==> src/rtl/sdram_refresh_pkg.sv <==
package sdram_refresh_pkg;

    typedef enum logic [1:0] {
        RATE_OFF   = 2'b00,
        RATE_SHORT = 2'b01,
        RATE_MID   = 2'b10,
        RATE_LONG  = 2'b11
    } rate_e;

    typedef struct packed {
        logic [1:0] rate;
        logic [1:0] freq;
    } cfg_t;

    // Cycles in one period, rounded down so refresh is never late.
    function automatic int unsigned interval_cycles(input int unsigned khz,
                                                    input int unsigned ns);
        longint unsigned prod;
        prod = 64'(khz) * 64'(ns);
        return int'(prod / 64'd1000000);
    endfunction

    function automatic int unsigned longest_interval(
        input int unsigned f0, input int unsigned f1, input int unsigned f2,
        input int unsigned t1, input int unsigned t2, input int unsigned t3);
        int unsigned fk [3];
        int unsigned tn [3];
        int unsigned best;
        fk = '{f0, f1, f2};
        tn = '{t1, t2, t3};
        best = 1;
        for (int i = 0; i < 3; i++) begin
            for (int j = 0; j < 3; j++) begin
                if (interval_cycles(fk[i], tn[j]) > best)
                    best = interval_cycles(fk[i], tn[j]);
            end
        end
        return best;
    endfunction

endpackage

==> src/rtl/sdram_refresh_interval_sel.sv <==
module sdram_refresh_interval_sel
    import sdram_refresh_pkg::*;
#(
    parameter int unsigned FREQ0_KHZ = 66000,
    parameter int unsigned FREQ1_KHZ = 100000,
    parameter int unsigned FREQ2_KHZ = 133000,
    parameter int unsigned PER1_NS   = 7800,
    parameter int unsigned PER2_NS   = 15600,
    parameter int unsigned PER3_NS   = 125000,
    parameter int unsigned CW        = 15
) (
    input  cfg_t          cfg_i,
    output logic [CW-1:0] term_o,
    output logic          en_o
);

    localparam int unsigned NFREQ = 3;
    localparam int unsigned NPER  = 3;
    localparam int unsigned FK [NFREQ] = '{FREQ0_KHZ, FREQ1_KHZ, FREQ2_KHZ};
    localparam int unsigned TN [NPER]  = '{PER1_NS, PER2_NS, PER3_NS};

    logic [CW-1:0] tbl [NFREQ][NPER];

    for (genvar gf = 0; gf < NFREQ; gf++) begin : g_freq
        for (genvar gp = 0; gp < NPER; gp++) begin : g_per
            assign tbl[gf][gp] = CW'(interval_cycles(FK[gf], TN[gp]));
        end
    end

    logic [1:0] fidx;
    logic [1:0] pidx;

    always_comb begin
        // Unknown frequency code falls back to the slowest clock: shortest count.
        fidx   = (cfg_i.freq == 2'b11) ? 2'b00 : cfg_i.freq;
        pidx   = 2'b00;
        en_o   = 1'b0;
        term_o = '0;
        case (rate_e'(cfg_i.rate))
            RATE_SHORT: begin pidx = 2'd0; en_o = 1'b1; end
            RATE_MID:   begin pidx = 2'd1; en_o = 1'b1; end
            RATE_LONG:  begin pidx = 2'd2; en_o = 1'b1; end
            default:    begin pidx = 2'd0; en_o = 1'b0; end
        endcase
        if (en_o)
            term_o = tbl[fidx][pidx];
    end

endmodule

==> src/rtl/sdram_refresh_interval_timer.sv <==
module sdram_refresh_interval_timer
    import sdram_refresh_pkg::*;
#(
    parameter int unsigned CW = 15
) (
    input  logic          clk_i,
    input  logic          rst_ni,
    input  cfg_t          cfg_i,
    input  logic [CW-1:0] term_i,
    input  logic          en_i,
    output cfg_t          cfg_q_o,
    output logic          tick_o
);

    typedef struct packed {
        cfg_t          cfg;
        logic [CW-1:0] cnt;
    } tmr_state_t;

    tmr_state_t st_d, st_q;
    logic       changed;

    always_comb begin
        st_d     = st_q;
        tick_o   = 1'b0;
        changed  = (cfg_i != st_q.cfg);
        st_d.cfg = cfg_i;
        if (changed) begin
            st_d.cnt = '0;
        end else if (!en_i) begin
            st_d.cnt = '0;
        end else if (st_q.cnt == term_i - CW'(1)) begin
            st_d.cnt = '0;
            tick_o   = 1'b1;
        end else begin
            st_d.cnt = st_q.cnt + CW'(1);
        end
    end

    always_ff @(posedge clk_i or negedge rst_ni) begin
        if (!rst_ni) begin
            st_q.cfg <= '{rate: RATE_OFF, freq: 2'b00};
            st_q.cnt <= '0;
        end else begin
            st_q <= st_d;
        end
    end

    assign cfg_q_o = st_q.cfg;

    AST_CNT_BELOW_TERM: assert property (@(posedge clk_i) disable iff (!rst_ni)
        en_i |-> (st_q.cnt < term_i));
    AST_RELOAD_ON_CHANGE: assert property (@(posedge clk_i) disable iff (!rst_ni)
        (cfg_i != st_q.cfg) |=> (st_q.cnt == '0));
    AST_OFF_NO_TICK: assert property (@(posedge clk_i) disable iff (!rst_ni)
        (st_q.cfg.rate == RATE_OFF) |-> !tick_o);
    AST_TICK_AT_WRAP: assert property (@(posedge clk_i) disable iff (!rst_ni)
        tick_o |=> (st_q.cnt == '0));

endmodule

==> src/rtl/sdram_refresh_pending.sv <==
module sdram_refresh_pending #(
    parameter int unsigned PEND_MAX = 8,
    parameter int unsigned PW       = 4
) (
    input  logic          clk_i,
    input  logic          rst_ni,
    input  logic          tick_i,
    input  logic          ack_i,
    output logic [PW-1:0] cnt_o,
    output logic          req_o
);

    typedef struct packed {
        logic [PW-1:0] cnt;
    } pend_state_t;

    pend_state_t st_d, st_q;
    logic        take;

    always_comb begin
        st_d = st_q;
        take = ack_i && (st_q.cnt != '0);
        case ({tick_i, take})
            2'b10: if (st_q.cnt != PW'(PEND_MAX)) st_d.cnt = st_q.cnt + PW'(1);
            2'b01: st_d.cnt = st_q.cnt - PW'(1);
            default: st_d.cnt = st_q.cnt;
        endcase
    end

    always_ff @(posedge clk_i or negedge rst_ni) begin
        if (!rst_ni) st_q <= '0;
        else         st_q <= st_d;
    end

    assign cnt_o = st_q.cnt;
    assign req_o = (st_q.cnt != '0);

    AST_PEND_CEIL: assert property (@(posedge clk_i) disable iff (!rst_ni)
        st_q.cnt <= PW'(PEND_MAX));
    AST_TICK_ADDS: assert property (@(posedge clk_i) disable iff (!rst_ni)
        (tick_i && !ack_i && st_q.cnt < PW'(PEND_MAX)) |=> (st_q.cnt == $past(st_q.cnt) + PW'(1)));
    AST_ACK_TAKES: assert property (@(posedge clk_i) disable iff (!rst_ni)
        (ack_i && !tick_i && st_q.cnt != '0) |=> (st_q.cnt == $past(st_q.cnt) - PW'(1)));
    AST_IDLE_ACK: assert property (@(posedge clk_i) disable iff (!rst_ni)
        (ack_i && !tick_i && st_q.cnt == '0) |=> (st_q.cnt == '0));
    AST_BOTH_HOLD: assert property (@(posedge clk_i) disable iff (!rst_ni)
        (ack_i && tick_i && st_q.cnt != '0) |=> $stable(st_q.cnt));

endmodule

==> src/rtl/sdram_refresh_timer.sv <==
module sdram_refresh_timer
    import sdram_refresh_pkg::*;
#(
    parameter int unsigned FREQ0_KHZ = 66000,
    parameter int unsigned FREQ1_KHZ = 100000,
    parameter int unsigned FREQ2_KHZ = 133000,
    parameter int unsigned PER1_NS   = 7800,
    parameter int unsigned PER2_NS   = 15600,
    parameter int unsigned PER3_NS   = 125000,
    parameter int unsigned PEND_MAX  = 8,
    localparam int unsigned PW = $clog2(PEND_MAX + 1)
) (
    input  logic          clk_i,
    input  logic          rst_ni,
    input  logic [1:0]    rate_sel_i,
    input  logic [1:0]    freq_sel_i,
    input  logic          ref_ack_i,
    output logic          ref_req_o,
    output logic [PW-1:0] ref_pend_o
);

    localparam int unsigned MAXCYC = longest_interval(FREQ0_KHZ, FREQ1_KHZ, FREQ2_KHZ,
                                                      PER1_NS, PER2_NS, PER3_NS);
    localparam int unsigned CW = $clog2(MAXCYC + 1);

    cfg_t          cfg_in;
    cfg_t          cfg_q;
    logic [CW-1:0] term;
    logic          en;
    logic          tick;

    assign cfg_in.rate = rate_sel_i;
    assign cfg_in.freq = freq_sel_i;

    sdram_refresh_interval_sel #(
        .FREQ0_KHZ (FREQ0_KHZ),
        .FREQ1_KHZ (FREQ1_KHZ),
        .FREQ2_KHZ (FREQ2_KHZ),
        .PER1_NS   (PER1_NS),
        .PER2_NS   (PER2_NS),
        .PER3_NS   (PER3_NS),
        .CW        (CW)
    ) sel_i (
        .cfg_i  (cfg_q),
        .term_o (term),
        .en_o   (en)
    );

    sdram_refresh_interval_timer #(
        .CW (CW)
    ) tmr_i (
        .clk_i   (clk_i),
        .rst_ni  (rst_ni),
        .cfg_i   (cfg_in),
        .term_i  (term),
        .en_i    (en),
        .cfg_q_o (cfg_q),
        .tick_o  (tick)
    );

    sdram_refresh_pending #(
        .PEND_MAX (PEND_MAX),
        .PW       (PW)
    ) pend_i (
        .clk_i  (clk_i),
        .rst_ni (rst_ni),
        .tick_i (tick),
        .ack_i  (ref_ack_i),
        .cnt_o  (ref_pend_o),
        .req_o  (ref_req_o)
    );

    AST_REQ_TRACKS_PEND: assert property (@(posedge clk_i) disable iff (!rst_ni)
        ref_req_o == (ref_pend_o != '0));
    AST_OFF_NO_RISE: assert property (@(posedge clk_i) disable iff (!rst_ni)
        (cfg_q.rate == RATE_OFF && rate_sel_i == RATE_OFF) |=> (ref_pend_o <= $past(ref_pend_o)));

endmodule

==> config.mk <==
export PLATFORM = sky130hd
export DESIGN_NAME = sdram_refresh_timer
export DESIGN_NICKNAME = d
export VERILOG_FILES = /design/src/rtl/sdram_refresh_pkg.sv /design/src/rtl/sdram_refresh_interval_sel.sv /design/src/rtl/sdram_refresh_interval_timer.sv /design/src/rtl/sdram_refresh_pending.sv /design/src/rtl/sdram_refresh_timer.sv
export SDC_FILE = /design/constraint.sdc
export NUM_CORES = 1
export LEC_CHECK = 0
export ABC_AREA = 1
export ABC_CLOCK_PERIOD_IN_PS = 4300
export CORE_MARGIN = 2
export CORE_UTILIZATION = 50
export CTS_CLUSTER_SIZE = 14
export DETAILED_ROUTE_END_ITERATION = 8
export DONT_BUFFER_PORTS = 1
export PLACE_DENSITY = 0.64
export SLEW_MARGIN = 0
export SYNTH_ARGS = -nofsm -noshare
export SYNTH_HDL_FRONTEND = slang
export SYNTH_HIERARCHICAL = 1
export SYNTH_SLANG_ARGS = --single-unit
==> constraint.sdc <==
create_clock -name clk_i -period 4.3 [get_ports clk_i]
set_input_delay 1.075 -clock clk_i [delete_from_list [all_inputs] [get_ports clk_i]]
set_output_delay 1.075 -clock clk_i [all_outputs]
set_load 0.05 [all_outputs]
==> results.json <==
{
  "grt_pass1_wl_microns": 8740,
  "combinationalPowerShare": 0.367,
  "synth_area_leaders": "dfrtp_1 (26%), nand2_1 (17%), nor2_1 (9.6%)",
  "grt_usage": 0.215,
  "portBuffers": 0,
  "ir_drop_v": 0.000368,
  "drc": 0,
  "num_rows": 24,
  "ctsHoldBuffers": 0,
  "slowest_delay_ns": 0.38,
  "htree_levels": 1,
  "synth-seq-cells": 23,
  "layout.nets": 365,
  "switching_share": 0.461,
  "p_switching_w": 0.000345,
  "post_drt_wl_per_cell_microns": 12.2,
  "cts_tree": "built",
  "fin_util": 0.536,
  "grt_max_degree": 24,
  "required_ns": 4.46,
  "io_pins": 12,
  "grt-ovfl-total": 0,
  "worst_pin_slew_ns": 0.607,
  "via_per_inst": 5.11,
  "synthTopCellsByCount": "nand2_1 (99), nor2_1 (57), inv_1 (44)",
  "max_clock_freq_ghz": 0.263,
  "place_congestion": 0.854,
  "clk_latency_ns": 0.27,
  "maxCapViolations": 0,
  "antenna_found_initial": 0,
  "dr.first_iter.drc_count": 126,
  "rsz0062_at_grt": "false",
  "syn_inst": 348,
  "period_share": 0.883,
  "firstDrtPassIters": 4,
  "start_kind": "flop",
  "fin_cells": 400,
  "initial_core_util": 0.518,
  "fin_skew_ns": 0.00391,
  "synthesis.area_sq_um": 2240,
  "grt_pass1_vias": 1912,
  "area_growth_pct": 3.58,
  "avgSynthCellArea_sq_um": 6.43,
  "cts-root-buf": "clkbuf_8",
  "die_w_microns": 70.9,
  "p_int_w": 0.000403,
  "seq_power_share": 0.450,
  "wl_microns": 4900,
  "crit_arrival_ns": 3.96,
  "synth_nets": 364,
  "dpl_cell_area_sq_um": 2260,
  "clockBufferDepth": 2,
  "synth_top_area_frac": 0.257,
  "post-dp-hpwl_microns": 4030,
  "vias": 2042,
  "placedCellCount": 395,
  "hold_violations": 0,
  "critPathCaptureType": "flop",
  "slew_headroom": 0.595,
  "critical_path_class": "flop to flop",
  "powerDensity_nw_per_um2": 323,
  "die_h_microns": 70.9,
  "ant_nets": 0,
  "rrSetupSlack_ns": 0.50,
  "status": "finished, final reports clean",
  "min_path_type": "input pin to async pin",
  "synth.most_common_cell": "nand2_1",
  "drive_gt1_frac": 0.0977,
  "synth_cell_type_count": 31,
  "die_area_sq_um": 5030,
  "crit_fanout": 7,
  "critPathMostFrequentCell": "nand2_1",
  "final.min_clock_period_ns": 3.80,
  "slowest_stage": "ha_1",
  "ys_warn_count": 6,
  "numClockSinks": 23,
  "antenna_cells": 0,
  "synth_top_area_cell": "dfrtp_1",
  "coreArea_sq_um": 4320,
  "yosysSeqAreaShare": 0.257,
  "p_leak_nw": 1.16,
  "clk_pin_slew_worst_paths_ns": 0.08,
  "synth_edf_count": 0,
  "ys_async_sr_fraction": 1.00,
  "setup_viol": 0,
  "fin_tns_setup_ns": 0,
  "cts_buffers": 3,
  "drv_slew": 0,
  "ys_dominant_reg_cell": "dfrtp_1",
  "finalInstanceArea_sq_um": 2320,
  "pwr-share-clk": 0.183
}
==> placed cells by master (no fill, tap or decap), types with 3 or more instances in the layout <==
cell	instances
a21oi_1	6
clkbuf_8	3
dfrtp_1	23
ha_1	7
inv_1	44
inv_2	4
nand2_1	99
nand2_2	4
nand3_1	22
nand3b_1	5
nand4_1	3
nor2_1	57
nor2_2	10
nor2_4	3
nor3_1	4
o21ai_0	4
o21ai_1	6
xnor2_1	9
xor2_1	16
==> power by group through the flow <==
stage	logic (W)	clock network (W)	registers, W
floorplan	0.000237	0	0.000332
global placement	0.000268	0	0.000342
detailed placement	0.000274	0	0.000342
CTS	0.000274	0.000143	0.000338
global route	0.000323	0.000149	0.000342
finish	0.000275	0.000137	0.000337
==> area by class of cell <==
class	instances	area, sq um
fillers	459	2010
clock buffers	3	41.3
clock inverters	1	5.00
inverters	48	180
flip-flops and latches	23	576
well taps	52	65.1
multi-input cells	271	1440
repair buffers	2	15.0
==> worst paths after layout <==
| path | start | endpoint | cells after the start |
|---|---|---|---|
| setup / recovery | tmr_i/cfg_q_o[0] | pend_i/cnt_o[3] | 28 |
| hold / removal | rst_ni | tmr_i/st_q[12] | 0 |
| setup reg to reg | tmr_i/cfg_q_o[0] | pend_i/cnt_o[3] | 28 |
| hold reg to reg | tmr_i/st_q[0] | tmr_i/st_q[0] | 1 |
| max in group asynchronous | rst_ni | pend_i/cnt_o[3] | 0 |
| min in group clk_i | tmr_i/st_q[0] | tmr_i/st_q[0] | 1 |
==> repair_timing <==
| item | in CTS | in global routing |
|---|---|---|
| setup endpoints to repair | 0 | 1 |
| buffers inserted | 0 | 1 |
| resized for setup | 0 | 1 |
==> cells by family after synthesis <==
kind of cell	after synthesis	synth area share
and+or+nand+nor	218	0.443
buffers and inverters	54	0.102
xor gates and xnor gates	25	0.0978
DFF	23	0.257
AOI/OAI and AO/OA	19	0.0458
adders and majority gates	9	0.0537
==> stage by stage <==
| stage | setup slack, ns | hold slack, ns | total power, W |
|---|---|---|---|
| global placement | 0.532 | 0.548 | 0.000610 |
| finish | 0.501 | 0.491 | 0.000748 |
| global route | 0.0469 | 0.477 | 0.000814 |
| detailed placement | 0.460 | 0.556 | 0.000615 |
| floorplan | 0.795 | 0.468 | 0.000569 |
| CTS | 0.440 | 0.482 | 0.000755 |
==> worst max-delay path, delay by kind of cell, from the launching register on <==
| kind | cells | cell delay, ns |
|---|---|---|
| adder cells (fa/ha/maj) | 3 | 0.92 |
| AND/OR/NAND/NOR | 20 | 1.86 |
| flip-flops | 1 | 0.37 |
| buffers and inverters | 4 | 0.39 |
| AO/OA/AOI/OAI | 1 | 0.13 |
==> routing by layer <==
layer | vias to the layer above | GRT usage | wire length [microns]
met5 | - | 0 | 0
met4 | 0 | 0.0650 | 60
met3 | 6 | 0.0256 | 124
met2 | 26 | 0.360 | 2310
met1 | 940 | 0.293 | 2400
li1 | 1070 | - | -
==> flip-flops by register name, summed over array words and instances (netlist names) <==
name           cells
pend_i/cnt_o       4
tmr_i/st_q        15
tmr_i/cfg_q_o      4
Note: power is estimated with default switching activity, not from simulation.
